$ cat config.mk
export PLATFORM = sky130hd
export DESIGN_NAME = qdr_host_ctrl
export DESIGN_NICKNAME = d
export VERILOG_FILES = /design/src/rtl/qdrc_pkg.sv /design/src/rtl/qdrc_phase_gen.sv /design/src/rtl/qdrc_rd_path.sv /design/src/rtl/qdrc_wr_path.sv /design/src/rtl/qdr_host_ctrl.sv
export SDC_FILE = /design/constraint.sdc
export NUM_CORES = 1
export LEC_CHECK = 0
export ABC_AREA = 0
export BUFFER_PORTS_ARGS = -buffer_cell sky130_fd_sc_hd__buf_4
export CAP_MARGIN = 0
export CORE_ASPECT_RATIO = 1.4
export CORE_MARGIN = 2
export CORE_UTILIZATION = 43
export CTS_CLUSTER_DIAMETER = 60
export CTS_CLUSTER_SIZE = 20
export DETAILED_ROUTE_END_ITERATION = 8
export MAX_ROUTING_LAYER = met4
export PLACE_DENSITY = 0.77
export SETUP_SLACK_MARGIN = 0.02
export SLEW_MARGIN = 20
export SYNTH_ARGS = -nofsm -noshare
export SYNTH_HDL_FRONTEND = slang
export SYNTH_SLANG_ARGS = --single-unit
$ cat constraint.sdc
create_clock -name clk -period 2.2 [get_ports clk]
set_clock_uncertainty 0.15 [all_clocks]
set_input_delay 0.44 -clock clk [delete_from_list [all_inputs] [get_ports clk]]
set_output_delay 0.44 -clock clk [all_outputs]
set_load 0.01 [all_outputs]
$ cat src/rtl/qdrc_pkg.sv
`timescale 1ns/1ps
package qdrc_pkg;
  localparam int LANE_BITS = 9;
  localparam int BURST_LEN = 4;

  // Four-phase frame: read slot on one K edge, write slot on the other.
  typedef enum logic [1:0] {
    PH_RD_K  = 2'd0,
    PH_RD_KN = 2'd1,
    PH_WR_K  = 2'd2,
    PH_WR_KN = 2'd3
  } phase_e;

  function automatic phase_e phase_after(phase_e p);
    logic [1:0] nxt;
    nxt = p + 2'd1;
    return phase_e'(nxt);
  endfunction

  function automatic logic opens_read_slot(phase_e p);
    return phase_after(p) == PH_RD_K;
  endfunction

  function automatic logic opens_write_slot(phase_e p);
    return phase_after(p) == PH_WR_K;
  endfunction
endpackage

$ cat src/rtl/qdrc_phase_gen.sv
`timescale 1ns/1ps
module qdrc_phase_gen
  import qdrc_pkg::*;
(
  input  logic   clk,
  input  logic   rst_n,
  output phase_e ph_o,
  output logic   rd_open_o,
  output logic   wr_open_o
);
  phase_e ph_q;

  always_ff @(posedge clk) begin
    if (!rst_n) ph_q <= PH_RD_K;
    else        ph_q <= phase_after(ph_q);
  end

  assign ph_o      = ph_q;
  assign rd_open_o = opens_read_slot(ph_q);
  assign wr_open_o = opens_write_slot(ph_q);


  slot_excl_chk: assert property (@(posedge clk) disable iff (!rst_n)
    !(rd_open_o && wr_open_o));
endmodule

$ cat src/rtl/qdrc_rd_path.sv
`timescale 1ns/1ps
module qdrc_rd_path
  import qdrc_pkg::*;
#(
  parameter int AW      = 18,
  parameter int DW      = 18,
  parameter int CAP_DLY = 2
) (
  input  logic              clk,
  input  logic              rst_n,
  input  logic              req_valid,
  output logic              req_ready,
  input  logic [AW-1:0]     req_addr,
  input  logic              slot_open,
  output logic              issue,
  output logic [AW-1:0]     issue_addr,
  input  logic              sel_n_seen,
  input  logic [DW-1:0]     q_in,
  output logic              rsp_valid,
  output logic [4*DW-1:0]   rsp_data
);
  localparam int TRK_W = CAP_DLY + BURST_LEN;

  logic          pend_q;
  logic [AW-1:0] addr_q;
  logic          accept;
  logic [TRK_W-1:0] trk_q;
  logic [BURST_LEN-1:0] cap_hit;
  logic [4*DW-1:0] cap_q;
  logic rsp_q;

  assign req_ready  = !pend_q;
  assign accept     = req_valid && req_ready;
  assign issue      = pend_q && slot_open;
  assign issue_addr = addr_q;

  always_ff @(posedge clk) begin
    if (!rst_n) begin
      pend_q <= 1'b0;
      addr_q <= '0;
    end else if (accept) begin
      pend_q <= 1'b1;
      addr_q <= req_addr;
    end else if (issue) begin
      pend_q <= 1'b0;
    end
  end

  // Bit j set: the memory sampled a low read select j+1 edges ago.
  always_ff @(posedge clk) begin
    if (!rst_n) trk_q <= '0;
    else        trk_q <= {trk_q[TRK_W-2:0], !sel_n_seen};
  end

  for (genvar k = 0; k < BURST_LEN; k++) begin : g_hit
    assign cap_hit[k] = trk_q[CAP_DLY+k];
  end

  always_ff @(posedge clk) begin
    if (!rst_n) begin
      cap_q <= '0;
      rsp_q <= 1'b0;
    end else begin
      for (int k = 0; k < BURST_LEN; k++) begin
        if (cap_hit[k]) cap_q[k*DW +: DW] <= q_in;
      end
      rsp_q <= cap_hit[BURST_LEN-1];
    end
  end

  assign rsp_valid = rsp_q;
  assign rsp_data  = cap_q;


  rd_ready_chk: assert property (@(posedge clk) disable iff (!rst_n)
    accept |=> !req_ready);

  cap_onehot_chk: assert property (@(posedge clk) disable iff (!rst_n)
    $onehot0(cap_hit));

  rsp_pulse_chk: assert property (@(posedge clk) disable iff (!rst_n)
    rsp_valid |=> !rsp_valid);
endmodule

$ cat src/rtl/qdrc_wr_path.sv
`timescale 1ns/1ps
module qdrc_wr_path
  import qdrc_pkg::*;
#(
  parameter int AW    = 18,
  parameter int LANES = 2,
  localparam int DW   = LANES * LANE_BITS
) (
  input  logic                 clk,
  input  logic                 rst_n,
  input  logic                 req_valid,
  output logic                 req_ready,
  input  logic [AW-1:0]        req_addr,
  input  logic [4*DW-1:0]      req_data,
  input  logic [4*LANES-1:0]   req_be,
  input  logic                 slot_open,
  output logic                 issue,
  output logic [AW-1:0]        issue_addr,
  output logic [DW-1:0]        d_o,
  output logic [LANES-1:0]     bws_n_o
);
  logic                 pend_q;
  logic [AW-1:0]        addr_q;
  logic [4*DW-1:0]      data_q;
  logic [4*LANES-1:0]   be_q;
  logic                 accept;
  logic [3*DW-1:0]      sh_data;
  logic [3*LANES-1:0]   sh_be;
  logic [1:0]           sh_cnt;

  assign req_ready  = !pend_q;
  assign accept     = req_valid && req_ready;
  assign issue      = pend_q && slot_open;
  assign issue_addr = addr_q;

  always_ff @(posedge clk) begin
    if (!rst_n) begin
      pend_q <= 1'b0;
      addr_q <= '0;
      data_q <= '0;
      be_q   <= '0;
    end else if (accept) begin
      pend_q <= 1'b1;
      addr_q <= req_addr;
      data_q <= req_data;
      be_q   <= req_be;
    end else if (issue) begin
      pend_q <= 1'b0;
    end
  end

  // Shadow copy frees the request holder on issue so the next request
  // can be taken while the current burst is still being shifted out.
  always_ff @(posedge clk) begin
    if (!rst_n) begin
      d_o     <= '0;
      bws_n_o <= '1;
      sh_data <= '0;
      sh_be   <= '0;
      sh_cnt  <= 2'd0;
    end else if (issue) begin
      d_o     <= data_q[DW-1:0];
      bws_n_o <= ~be_q[LANES-1:0];
      sh_data <= data_q[4*DW-1:DW];
      sh_be   <= be_q[4*LANES-1:LANES];
      sh_cnt  <= 2'd3;
    end else if (sh_cnt != 2'd0) begin
      d_o     <= sh_data[DW-1:0];
      bws_n_o <= ~sh_be[LANES-1:0];
      sh_data <= {{DW{1'b0}}, sh_data[3*DW-1:DW]};
      sh_be   <= {{LANES{1'b0}}, sh_be[3*LANES-1:LANES]};
      sh_cnt  <= sh_cnt - 2'd1;
    end else begin
      bws_n_o <= '1;
    end
  end


  wr_ready_chk: assert property (@(posedge clk) disable iff (!rst_n)
    accept |=> !req_ready);

  ser_idle_chk: assert property (@(posedge clk) disable iff (!rst_n)
    issue |-> sh_cnt == 2'd0);
endmodule

$ cat src/rtl/qdr_host_ctrl.sv
`timescale 1ns/1ps
module qdr_host_ctrl
  import qdrc_pkg::*;
#(
  parameter int AW     = 18,
  parameter int LANES  = 2,
  parameter int RD_LAT = 2,
  localparam int DW    = LANES * LANE_BITS
) (
  input  logic                 clk,
  input  logic                 rst_n,
  input  logic                 rd_req_valid,
  output logic                 rd_req_ready,
  input  logic [AW-1:0]        rd_req_addr,
  output logic                 rd_rsp_valid,
  output logic [4*DW-1:0]      rd_rsp_data,
  input  logic                 wr_req_valid,
  output logic                 wr_req_ready,
  input  logic [AW-1:0]        wr_req_addr,
  input  logic [4*DW-1:0]      wr_req_data,
  input  logic [4*LANES-1:0]   wr_req_be,
  output logic                 mem_rps_n,
  output logic                 mem_wps_n,
  output logic [AW-1:0]        mem_addr,
  output logic [DW-1:0]        mem_d,
  output logic [LANES-1:0]     mem_bws_n,
  input  logic [DW-1:0]        mem_q
);
  phase_e        cur_ph;
  logic          rd_open, wr_open;
  logic          rd_issue, wr_issue;
  logic [AW-1:0] rd_iaddr, wr_iaddr;

  qdrc_phase_gen u_ph (
    .clk       (clk),
    .rst_n     (rst_n),
    .ph_o      (cur_ph),
    .rd_open_o (rd_open),
    .wr_open_o (wr_open)
  );

  qdrc_rd_path #(.AW(AW), .DW(DW), .CAP_DLY(RD_LAT)) u_rd (
    .clk        (clk),
    .rst_n      (rst_n),
    .req_valid  (rd_req_valid),
    .req_ready  (rd_req_ready),
    .req_addr   (rd_req_addr),
    .slot_open  (rd_open),
    .issue      (rd_issue),
    .issue_addr (rd_iaddr),
    .sel_n_seen (mem_rps_n),
    .q_in       (mem_q),
    .rsp_valid  (rd_rsp_valid),
    .rsp_data   (rd_rsp_data)
  );

  qdrc_wr_path #(.AW(AW), .LANES(LANES)) u_wr (
    .clk        (clk),
    .rst_n      (rst_n),
    .req_valid  (wr_req_valid),
    .req_ready  (wr_req_ready),
    .req_addr   (wr_req_addr),
    .req_data   (wr_req_data),
    .req_be     (wr_req_be),
    .slot_open  (wr_open),
    .issue      (wr_issue),
    .issue_addr (wr_iaddr),
    .d_o        (mem_d),
    .bws_n_o    (mem_bws_n)
  );

  // Shared address bus: the two slots never open in the same phase.
  always_ff @(posedge clk) begin
    if (!rst_n) begin
      mem_rps_n <= 1'b1;
      mem_wps_n <= 1'b1;
      mem_addr  <= '0;
    end else begin
      mem_rps_n <= !rd_issue;
      mem_wps_n <= !wr_issue;
      if (rd_issue)      mem_addr <= rd_iaddr;
      else if (wr_issue) mem_addr <= wr_iaddr;
    end
  end


  sel_excl_chk: assert property (@(posedge clk) disable iff (!rst_n)
    !(!mem_rps_n && !mem_wps_n));

  rd_single_chk: assert property (@(posedge clk) disable iff (!rst_n)
    !mem_rps_n |=> mem_rps_n);

  wr_single_chk: assert property (@(posedge clk) disable iff (!rst_n)
    !mem_wps_n |=> mem_wps_n);

  rd_slot_chk: assert property (@(posedge clk) disable iff (!rst_n)
    !mem_rps_n |-> cur_ph == PH_RD_K);

  wr_slot_chk: assert property (@(posedge clk) disable iff (!rst_n)
    !mem_wps_n |-> cur_ph == PH_WR_K);

  rd_addr_chk: assert property (@(posedge clk) disable iff (!rst_n)
    rd_issue |=> mem_addr == $past(rd_iaddr));
endmodule

==> summary.md, run 1 <==
| Metric | Value |
|---|---|
| Area growth syn-to-layout | `23.6%` |
| Leakage | `6.50 nW` |
| Ys flop type | `dfxtp_1` |
| Final Hold Viols | `0` |
| Startpoint types | `flip-flop` |
| Mux share of post-synthesis cell area | `11.4%` |
| Vias in the first global route | `8633` |
| Area occupied by multi-input gates | `5080 um^2` |
| Critical Path End Type | `primary output` |
| Reg clk slew, reported paths | `0.08 ns` |
| Worst VDD drop | `0.592 mV` |
| Core ar. | `26700 um^2` |
| Class of the most critical setup path | `flip-flop to primary output` |
| Max-Cap Viols | `0` |
| # hold bufs at CTS | `0` |
| First-pass GRT wire length | `43.6 mm` |
| Crit path largest cell delay | `0.54 ns` |
| Synthesized net count | `1337` |
| TNS Setup | `0 ns` |
| Worst EP arrival | `1.30 ns` |
| Synth async-reset ratio | `0%` |
| Post-Synth Adder-Cell Area | `0.325%` |
| Commonest non-fill, non-tap cell in the layout | `nand2_1` |
| Critical path fanouts, max | `8` |
| Die span in x | `142 um` |
| FP Rows | `71` |
| FILL cells | `2391` |
| Num ports | `253` |
| Clock latency on the worst-skew pair | `0.50 ns` |
| Vias/cell | `5.09` |
| Via count | `8804` |
| Final nets | `1537` |
| RSZ-0062 raised after global routing | `no` |
| Total grt overflow | `0` |
| Dpl hpwl | `19.4 mm` |
| Main combinational cell family by area after synthesis | `compound AO/OA/AOI/OAI gates` |
| Sequential element share of the synthesized area | `52.2%` |
| Cell Area, Synth | `11500 um^2` |
| Post-Syn Area per Cell | `9.65 um^2` |
| Initial drt markers | `324` |
| CP required | `1.61 ns` |
| Aggregate global-route resource usage | `19.8%` |
| Post-Synth Simple-Gate Area | `15.8%` |
| Final setup vio count | `0` |
| DRC | `0` |
| Synth Area in XOR/XNOR | `0.0759%` |
| Max-slew headroom | `49.0%` |
| Final max-slew violation count | `0` |
| Min cycle time layout | `1.89 ns` |
| Distinct cells, synth | `22` |
| Clk buf depth | `3` |
| Fmax | `0.529 GHz` |
| Synth Area in Compound Gates | `16.2%` |
| Initial Util | `43.3%` |
| Slowest-stage cell, CP | `dfxtp_1` |
| PwrDens | `801 nW/um^2` |
| Buffers on Ports | `252` |
| Post-route cell area | `14300 um^2` |
| Synth warnings | `0` |
| Flops & latches, synth | `301` |
| Largest net degree at the start of global routing | `157` |
| Post-route antenna net violation count | `0` |
| Outcome | `finished clean` |
| Initial antenna violation count | `0` |
| Slew @ Worst Pin | `0.765 ns` |
| Total die area | `28200 um^2` |
| Routed len/inst | `16.2 um` |
| FF/Latch Area | `6030 um^2` |
| DP Area | `13700 um^2` |
| Drt pass-1 iters | `4` |
| Share of layout cells above drive strength 1 | `21.6%` |
| Setup bufs post-CTS | `0` |
| Cell Chain, Critical Path | `inv_1 > buf_4` |
| Chip Height | `198 um` |
| H-tree Lvls | `1` |
| Resized Gates After CTS | `0` |
| Placer Congestion | `0.803` |
| Tcrit/Tclk final | `85.9%` |
| Most frequent cells in the layout | `nand2_1, dfxtp_1, buf_4` |
| Post-synth EDFFs | `0` |
| Worst min path class | `primary input to flip-flop` |
| Synthesized instance count | `1196` |
| Routed Wire Length | `28.1 mm` |
| Root Buffer | `clkbuf_16` |
| TritonCTS clock tree | `done` |
| Ant. Diodes | `0` |
| Clock sink total | `301` |
| Cts bufs inserted | `21` |
## logic make-up after synthesis
kind of cell             count (synthesis)
AND/OR/NAND/NOR                        423
XOR/XNOR                                 1
flip-flops                             301
multiplexers                           131
buffers and inverters                  101
adder cells (fa/ha/maj)                  3
AO/OA/AOI/OAI                          236
## final timing paths
| check | start | end | slack [ns] | depth (start not counted) |
|---|---|---|---|---|
| worst max-delay path | u_wr.pend_q$_SDFFE_PN0P_ | wr_req_ready | 0.31 | 2 |
| worst min-delay path | wr_req_data[52] | u_wr.data_q[52]$_SDFFE_PN0P_ | 0.03 | 3 |
| worst max register to register | u_wr.sh_cnt[0]$_SDFFE_PN0P_ | u_wr.sh_data[46]$_SDFFE_PN0P_ | 0.34 | 4 |
| worst min register to register | mem_rps_n$_SDFF_PN1_ | u_rd.trk_q[0]$_SDFF_PN0_ | 0.29 | 1 |
## routing by layer
| metal | GRT usage (%) | share of wire, % | vias to the layer above |
|---|---|---|---|
| li1 | - | - | 4403 |
| met1 | 22.3 | 41 | 4106 |
| met2 | 35.5 | 51 | 255 |
| met3 | 4.18 | 6.6 | 40 |
| met4 | 5.06 | 2.3 | 0 |
| met5 | - | 0 | - |
## where the power goes
part	total [mW]	switching [mW]	leakage (nW)	internal, mW
registers	5.88	0.174	2.45	5.71
logic	1.91	0.991	3.76	0.921
clock network	3.64	1.87	0.285	1.77
total	11.4	3.03	6.50	8.40
## worst max-delay path, delay by kind of cell, from the launching register on
kind	cells	cell delay (ns)
flops	1	0.54
buf+inv	2	0.26
## cells in the mapped netlist, drive strengths merged (2+ instances only)
cell	instances	area share, %
a22o	20	1.5
clkbuf	41	1.3
nor2b	77	4.2
a31oi	18	0.98
inv	6	0.20
a21boi	117	7.6
o21ai	22	0.95
and2	9	0.49
nor3b	2	0.13
mux2i	131	11
and3	4	0.22
dfxtp	301	52
o211a	58	5.0
nand2	328	11
ha	3	0.33
buf	54	2.5
nand2b	2	0.11
## layout make-up
cell class              instances  share of cell area, %
clock buffers                  22                   3.71
inverters                       6                  0.158
flip-flops and latches        301                   42.2
clock inverters                 6                  0.509
well taps                     328                   2.88
repair buffers                272                   14.9
multi-input cells             794                   35.6
## state kept, by name, indices dropped and copies added, names as in the netlist, 2 cells and up
register / count
u_wr.be_q: 8
u_rd.issue_addr: 18
u_wr.issue_addr: 18
u_wr.bws_n_o: 2
u_wr.d_o: 18
u_rd.trk_q: 6
u_wr.sh_cnt: 2
u_wr.sh_data: 54
mem_addr: 18
u_ph.ph_o: 2
u_wr.data_q: 72
u_rd.rsp_data: 72
u_wr.sh_be: 6
## per-stage QoR
step / hold slack, ns / utilization (%) / cells / total power [mW] / worst slack [ns]
global route: 0.0141 / 53.5 / 1729 / 11.9 / 0.231
CTS: 0.00693 / 53.5 / 1729 / 11.6 / 0.286
detailed placement: 0.275 / 51.3 / 1701 / 7.94 / 0.358
global placement: 0.272 / 51.3 / 1701 / 7.89 / 0.414
floorplan: 0.252 / - / 1196 / 7.30 / 0.648
finish: 0.0257 / 53.5 / 1729 / 11.4 / 0.310
No activity file was read; power rests on OpenSTA's default activity.
==> run 2, diff against run 1 <==
- PLACE_DENSITY: 0.77 -> 0.66
- SLEW_MARGIN: 20 -> 5
==> run 2 against run 1 <==
  * Via count fell by 1.9%
  * Count of clock-buffer cells in the layout fell by 3
  * Register-to-register slack is essentially flat
  * Combinational power about the same
  * Cell count fell by 0.40%
  * Die area is the same
  * Flip-flop and latch count stayed put
  * Sequential share of layout area is 0.23 points higher
  * Critical path type unchanged
  * Highest routed layer unchanged
  * Clock power is 5% lower
  * First-iteration DRC count rose by 4.9%
==> summary.md, run 2 (synthesis results as in run 1) <==
| Metric | Value |
|---|---|
| Outcome | `finished clean` |
| Drt pass-1 iters | `4 (unchanged)` |
| Worst VDD drop | `0.790 mV (+33%)` |
| Initial antenna violation count | `0 (unchanged)` |
| Max-slew headroom | `49.8% (+0.86 points)` |
| PwrDens | `794 nW/um^2 (-0.89%)` |
| Post-route antenna net violation count | `0 (unchanged)` |
| Placer Congestion | `0.767 (-4.6%)` |
| Via count | `8641 (-1.9%)` |
| Final nets | `1533 (-0.26%)` |
| FP Rows | `71 (unchanged)` |
| Num ports | `253 (unchanged)` |
| Vias/cell | `5.02 (-1.5%)` |
| Aggregate global-route resource usage | `20.2% (+0.46 points)` |
| Worst EP arrival | `1.34 ns (+0.04 ns)` |
| Setup bufs post-CTS | `0 (unchanged)` |
| Ant. Diodes | `0 (unchanged)` |
| First-pass GRT wire length | `44.5 mm (+2.1%)` |
| Fmax | `0.518 GHz (-2.1%)` |
| Area growth syn-to-layout | `22.9%` |
| Root Buffer | `clkbuf_16` |
| RSZ-0062 raised after global routing | `no` |
| Final setup margin | `0.270 ns (-0.0406 ns)` |
| Share of layout cells above drive strength 1 | `21.3% (-0.32 points)` |
| Final setup vio count | `0 (unchanged)` |
| DRC | `0 (unchanged)` |
| Worst min path class | `primary input to flip-flop` |
| Post-place setup slack | `0.363 ns (+0.00480 ns)` |
| Routed wire length on met3 | `1.87 mm (+1.5%)` |
| Buffers on Ports | `252 (unchanged)` |
| Initial drt markers | `340 (+4.9%)` |
| CP required | `1.61 ns (about the same)` |
| # hold bufs at CTS | `0 (unchanged)` |
| TNS Setup | `0 ns (unchanged)` |
| Clock latency on the worst-skew pair | `0.50 ns (about the same)` |
| Max-Cap Viols | `0 (unchanged)` |
| TritonCTS clock tree | `done` |
| Class of the most critical setup path | `flip-flop to primary output` |
| Vias in the first global route | `8169 (-5.4%)` |
| Routed met1 length | `12.4 mm (+8.4%)` |
| Critical Path End Type | `primary output` |
| Initial Util | `43.3% (unchanged)` |
| Dpl hpwl | `19.1 mm (-1.6%)` |
| Tcrit/Tclk final | `87.7% (+1.8 points)` |
| Placed cells | `1699 (-0.12%)` |
| Chip Height | `198 um (unchanged)` |
| Met2 WL | `13.8 mm (-2.6%)` |
| Most frequent cells in the layout | `nand2_1, dfxtp_1, buf_4` |
| Routed len/inst | `16.6 um (+2.4%)` |
| H-tree Lvls | `1 (unchanged)` |
| Die span in x | `142 um (unchanged)` |
| Clk buf depth | `3 (unchanged)` |
| Top Metal Used | `met4` |
| Routed Wire Length | `28.6 mm (+2.0%)` |
| Startpoint types | `flip-flop` |
| Crit path largest cell delay | `0.55 ns (about the same)` |
| Cell Chain, Critical Path | `inv_1 > buf_4` |
| Min cycle time layout | `1.93 ns (+0.0406 ns)` |
| Cts bufs inserted | `19 (-9.5%)` |
| Clock sink total | `301 (unchanged)` |
| Final Hold Viols | `0 (unchanged)` |
| Core ar. | `26700 um^2 (unchanged)` |
| Final max-slew violation count | `0 (unchanged)` |
| Largest net degree at the start of global routing | `166 (+5.7%)` |
| Slew @ Worst Pin | `0.752 ns (-0.0129 ns)` |
| Slowest-stage cell, CP | `dfxtp_1` |
| Total grt overflow | `0 (unchanged)` |
| Commonest non-fill, non-tap cell in the layout | `nand2_1` |
| Critical path fanouts, max | `8 (unchanged)` |
| Reg clk slew, reported paths | `0.08 ns (about the same)` |
| Non-filler cells, final | `1722 (-0.40%)` |
| Resized Gates After CTS | `0 (unchanged)` |
| Final Util | `53.2% (-0.29 points)` |
| Leakage | `6.47 nW (-0.48%)` |
| Total die area | `28200 um^2 (unchanged)` |
-- run 2: cell count changes in the layout (fill, tap and decap cells not counted), moves of 2 or more --
cell and delta:
clkinvlp_4 -2, buf_4 -3, clkbuf_16 -2, clkinv_8 -2
-- run 2: power breakdown --
group / internal (mW) / leakage, nW / switching, mW
clock: 1.68 / 0.260 / 1.79
sequential: 5.71 / 2.45 / 0.170
combinational: 0.922 / 3.76 / 1.00
total: 8.31 / 6.47 / 2.96
-- run 2: path summary, 6_finish.rpt --
path / start / endpoint / slack (ns) / cells past startpoint
setup / recovery: u_wr.pend_q$_SDFFE_PN0P_ / wr_req_ready / 0.27 / 2
hold / removal: wr_req_addr[2] / u_wr.issue_addr[2]$_SDFFE_PN0P_ / 0.04 / 3
setup reg to reg: u_wr.sh_cnt[0]$_SDFFE_PN0P_ / u_wr.d_o[3]$_SDFFE_PN0P_ / 0.35 / 6
hold reg to reg: mem_rps_n$_SDFF_PN1_ / u_rd.trk_q[0]$_SDFF_PN0_ / 0.26 / 1
-- run 2: layout make-up --
type                            count  area [um^2]
Tap cell                          328          410
Timing Repair Buffer              270         2120
Sequential cell                   301         6030
Clock inverter                      4         52.6
Fill cell                        2529        12500
Clock buffer                       19          475
Multi-Input combinational cell    794         5080
Inverter                            6         22.5
-- run 2: worst max-delay path, delay by kind of cell, from the launching register on --
kind / cells / cell delay [ns]
flops: 1 / 0.55
buf+inv: 2 / 0.30
-- run 2: per-layer routing --
| layer | vias up | global-route usage [%] |
|---|---|---|
| met1 | 4002 | 24.9 |
| met5 | - | - |
| met2 | 226 | 34.3 |
| met3 | 29 | 3.94 |
| li1 | 4384 | - |
| met4 | 0 | 4.84 |
-- run 2: per-stage QoR --
stage	instance area [um^2]	hold WS (ns)	power (mW)
2_1_floorplan	11500	0.252	7.30
3_5_place_dp	13700	0.259	7.96
6_report	14200	0.0383	11.3
5_1_grt	14200	0.0227	11.8
3_3_place_gp	13700	0.265	7.92
4_1_cts	14200	0.0281	11.4
==> run 3, diff against run 2 <==
- CELL_PAD_IN_SITES_DETAIL_PLACEMENT: default -> 1
- CELL_PAD_IN_SITES_GLOBAL_PLACEMENT: default -> 1
- CORE_UTILIZATION: 43 -> 41
- PLACE_DENSITY: 0.66 -> default
- PLACE_DENSITY_LB_ADDON: default -> 0.1
==> run 3 against run 2 <==
  * Die area is 4.8% higher
  * Register-to-register slack worse by 0.07 ns
  * Non-clock buffer count is 8 higher
  * First-iteration DRC count is 15% lower
  * Power is 3.0% higher
  * Worst setup slack worse by 0.014 ns
  * Maximum frequency is 0.74% lower
  * Via count is 2.6% higher
  * Flip-flop and latch count stayed put
  * Sequential share of layout area is 0.63 points lower
  * Global-route usage is 0.85 points higher
  * Combinational power hardly changed
  * Largest cell class unchanged
  * Largest power group unchanged
==> summary.md, run 3 (synthesis results as in run 1) <==
| Metric | Value |
|---|---|
| Clock sink total | `301 (unchanged)` |
| Drt pass-1 iters | `6 (+2)` |
| Final setup margin | `0.255 ns (-0.0144 ns)` |
| Final setup vio count | `0 (unchanged)` |
| RSZ-0062 raised after global routing | `no` |
| Reg clk slew, reported paths | `0.09 ns (about the same)` |
| Clock power frac | `32.8% (+2.0 points)` |
| Tcrit/Tclk final | `88.4% (+0.65 points)` |
| Slew @ Worst Pin | `0.739 ns (-0.0133 ns)` |
| Cts bufs inserted | `21 (+2)` |
| Vias/cell | `4.98 (-0.83%)` |
| Final Util | `52.1% (-1.2 points)` |
| Aggregate global-route resource usage | `21.1% (+0.85 points)` |
| Hold Startpoint | `wr_req_data[3]` |
| Most frequent cells in the layout | `nand2_1, dfxtp_1, buf_4` |
| Routed len/inst | `17.3 um (+3.9%)` |
| Fmax | `0.514 GHz (-0.74%)` |
| Final nets | `1543 (+0.65%)` |
| Final max-slew violation count | `0 (unchanged)` |
| Die span in x | `146 um (+2.3%)` |
| Initial antenna violation count | `2 (+2)` |
| Area growth syn-to-layout | `24.8%` |
| DRC | `0 (unchanged)` |
| Net Sw Power | `3.15 mW (+6.6%)` |
| Setup crit start | `u_wr.pend_q$_SDFFE_PN0P_` |
| Post-route cell area | `14400 um^2 (+1.5%)` |
| Max-slew headroom | `50.7% (+0.89 points)` |
| Resized Gates After CTS | `0 (unchanged)` |
| Via count | `8868 (+2.6%)` |
| Max-Cap Viols | `0 (unchanged)` |
| Core ar. | `27700 um^2 (+3.8%)` |
| Share of layout cells above drive strength 1 | `21.8% (+0.54 points)` |
| Clock latency on the worst-skew pair | `0.52 ns (+0.02 ns)` |
| Buffers on Ports | `252 (unchanged)` |
| Post-route antenna net violation count | `0 (unchanged)` |
| Worst r2r src | `u_ph.ph_o[1]$_SDFF_PN0_` |
| Int Pwr | `8.46 mW (+1.8%)` |
| Post-place setup slack | `0.285 ns (-0.0785 ns)` |
| Critical path fanouts, max | `8 (unchanged)` |
| Vias in the first global route | `9124 (+12%)` |
| Initial Util | `41.7% (-1.6 points)` |
| Initial drt markers | `289 (-15%)` |
| Leakage | `6.55 nW (+1.3%)` |
| Total die area | `29500 um^2 (+4.8%)` |
| Clk buf depth | `3 (unchanged)` |
| Routed Wire Length | `30.8 mm (+7.6%)` |
| Final Hold Viols | `0 (unchanged)` |
| Worst EP arrival | `1.35 ns (about the same)` |
| Commonest non-fill, non-tap cell in the layout | `nand2_1` |
| PwrDens | `806 nW/um^2 (+1.5%)` |
| CP required | `1.61 ns (about the same)` |
| TritonCTS clock tree | `done` |
| Outcome | `finished clean` |
| Largest net degree at the start of global routing | `143 (-14%)` |
| H-tree Lvls | `1 (unchanged)` |
| Worst min path class | `primary input to flip-flop` |
| Combinational Power Share | `16.6% (-0.5 points)` |
| DP Area | `13700 um^2 (+0.46%)` |
| Min cycle time layout | `1.94 ns (+0.0144 ns)` |
| Class of the most critical setup path | `flip-flop to primary output` |
| Chip Height | `203 um (+2.4%)` |
| Sw Share | `27.2% (+0.90 points)` |
| Setup bufs post-CTS | `0 (unchanged)` |
| Root Buffer | `clkbuf_16` |
| First-pass GRT wire length | `49.2 mm (+11%)` |
| Total grt overflow | `0 (unchanged)` |
| FILL cells | `3174 (+26%)` |
| Worst VDD drop | `0.745 mV (-5.7%)` |
| Placer Congestion | `0.750 (-2.1%)` |
| TNS Setup | `0 ns (unchanged)` |
| FP Rows | `72 (+1.4%)` |
| Share of power burned in registers | `50.6% (-1.5 points)` |
| Dpl hpwl | `21.2 mm (+11%)` |
| # hold bufs at CTS | `5 (+5)` |
| Num ports | `253 (unchanged)` |
| Startpoint types | `flip-flop` |
| Critical Path End Type | `primary output` |
run 3: cell types whose count changed in the layout (fill, tap and decap cells not counted), sizes merged:
cell | previous run | this run
clkinv | 3 | 4
bufinv | 1 | 0
clkbuf | 19 | 22
inv | 6 | 11
buf | 270 | 273
diode | 0 | 2
dlygate4sd3 | 0 | 5
run 3: per-stage QoR:
stage | hold slack [ns] | cells | power [mW]
final | 0.0198 | 1782 | 11.6
after global routing | 0.00884 | 1782 | 12.2
after CTS | 0.00204 | 1780 | 11.8
after detailed placement | 0.273 | 1744 | 7.96
after global placement | 0.272 | 1744 | 7.92
after floorplan | 0.252 | 1196 | 7.30
run 3: per-layer routing:
metal  vias up  routed length, um  GRT usage (%)
li1       4411                  -              -
met1      4241              12800           24.0
met2       190              16000           38.8
met3        26               1550           4.13
met4         0                376           3.68
met5         -                  0              -
run 3: area by class of cell:
cell class                      count  area (um^2)  area share [%]
Tap cell                          370          463            3.21
Sequential cell                   301         6030            41.8
Clock buffer                       22          539            3.74
Multi-Input combinational cell    794         5080            35.3
Inverter                            6         22.5           0.156
Clock inverter                      9         83.8           0.582
Timing Repair Buffer              278         2180            15.1
Antenna cell                        2         5.00          0.0348
run 3: critical path, stage by stage (launching register included):
cell	delay [ns]
dfxtp_1	0.54
inv_1	0.12
buf_4	0.17
run 3: path summary, 6_finish.rpt:
path                                                       to  slack (ns)  cells after the start
worst min-delay path              u_wr.data_q[3]$_SDFFE_PN0P_        0.02                      3
worst max-delay path                             wr_req_ready        0.26                      2
worst max register to register  u_wr.sh_data[43]$_SDFFE_PN0P_        0.28                      5
worst min register to register       u_rd.trk_q[1]$_SDFF_PN0_        0.29                      1
run 3: power by group through the flow:
| stage | clock network, mW | registers, mW | logic [mW] |
|---|---|---|---|
| final | 3.81 | 5.88 | 1.93 |
| after global routing | 4.17 | 5.91 | 2.12 |
| after CTS | 3.95 | 5.89 | 1.97 |
| after detailed placement | 0 | 6.01 | 1.95 |
| after global placement | 0 | 6.01 | 1.91 |
| after floorplan | 0 | 5.96 | 1.34 |
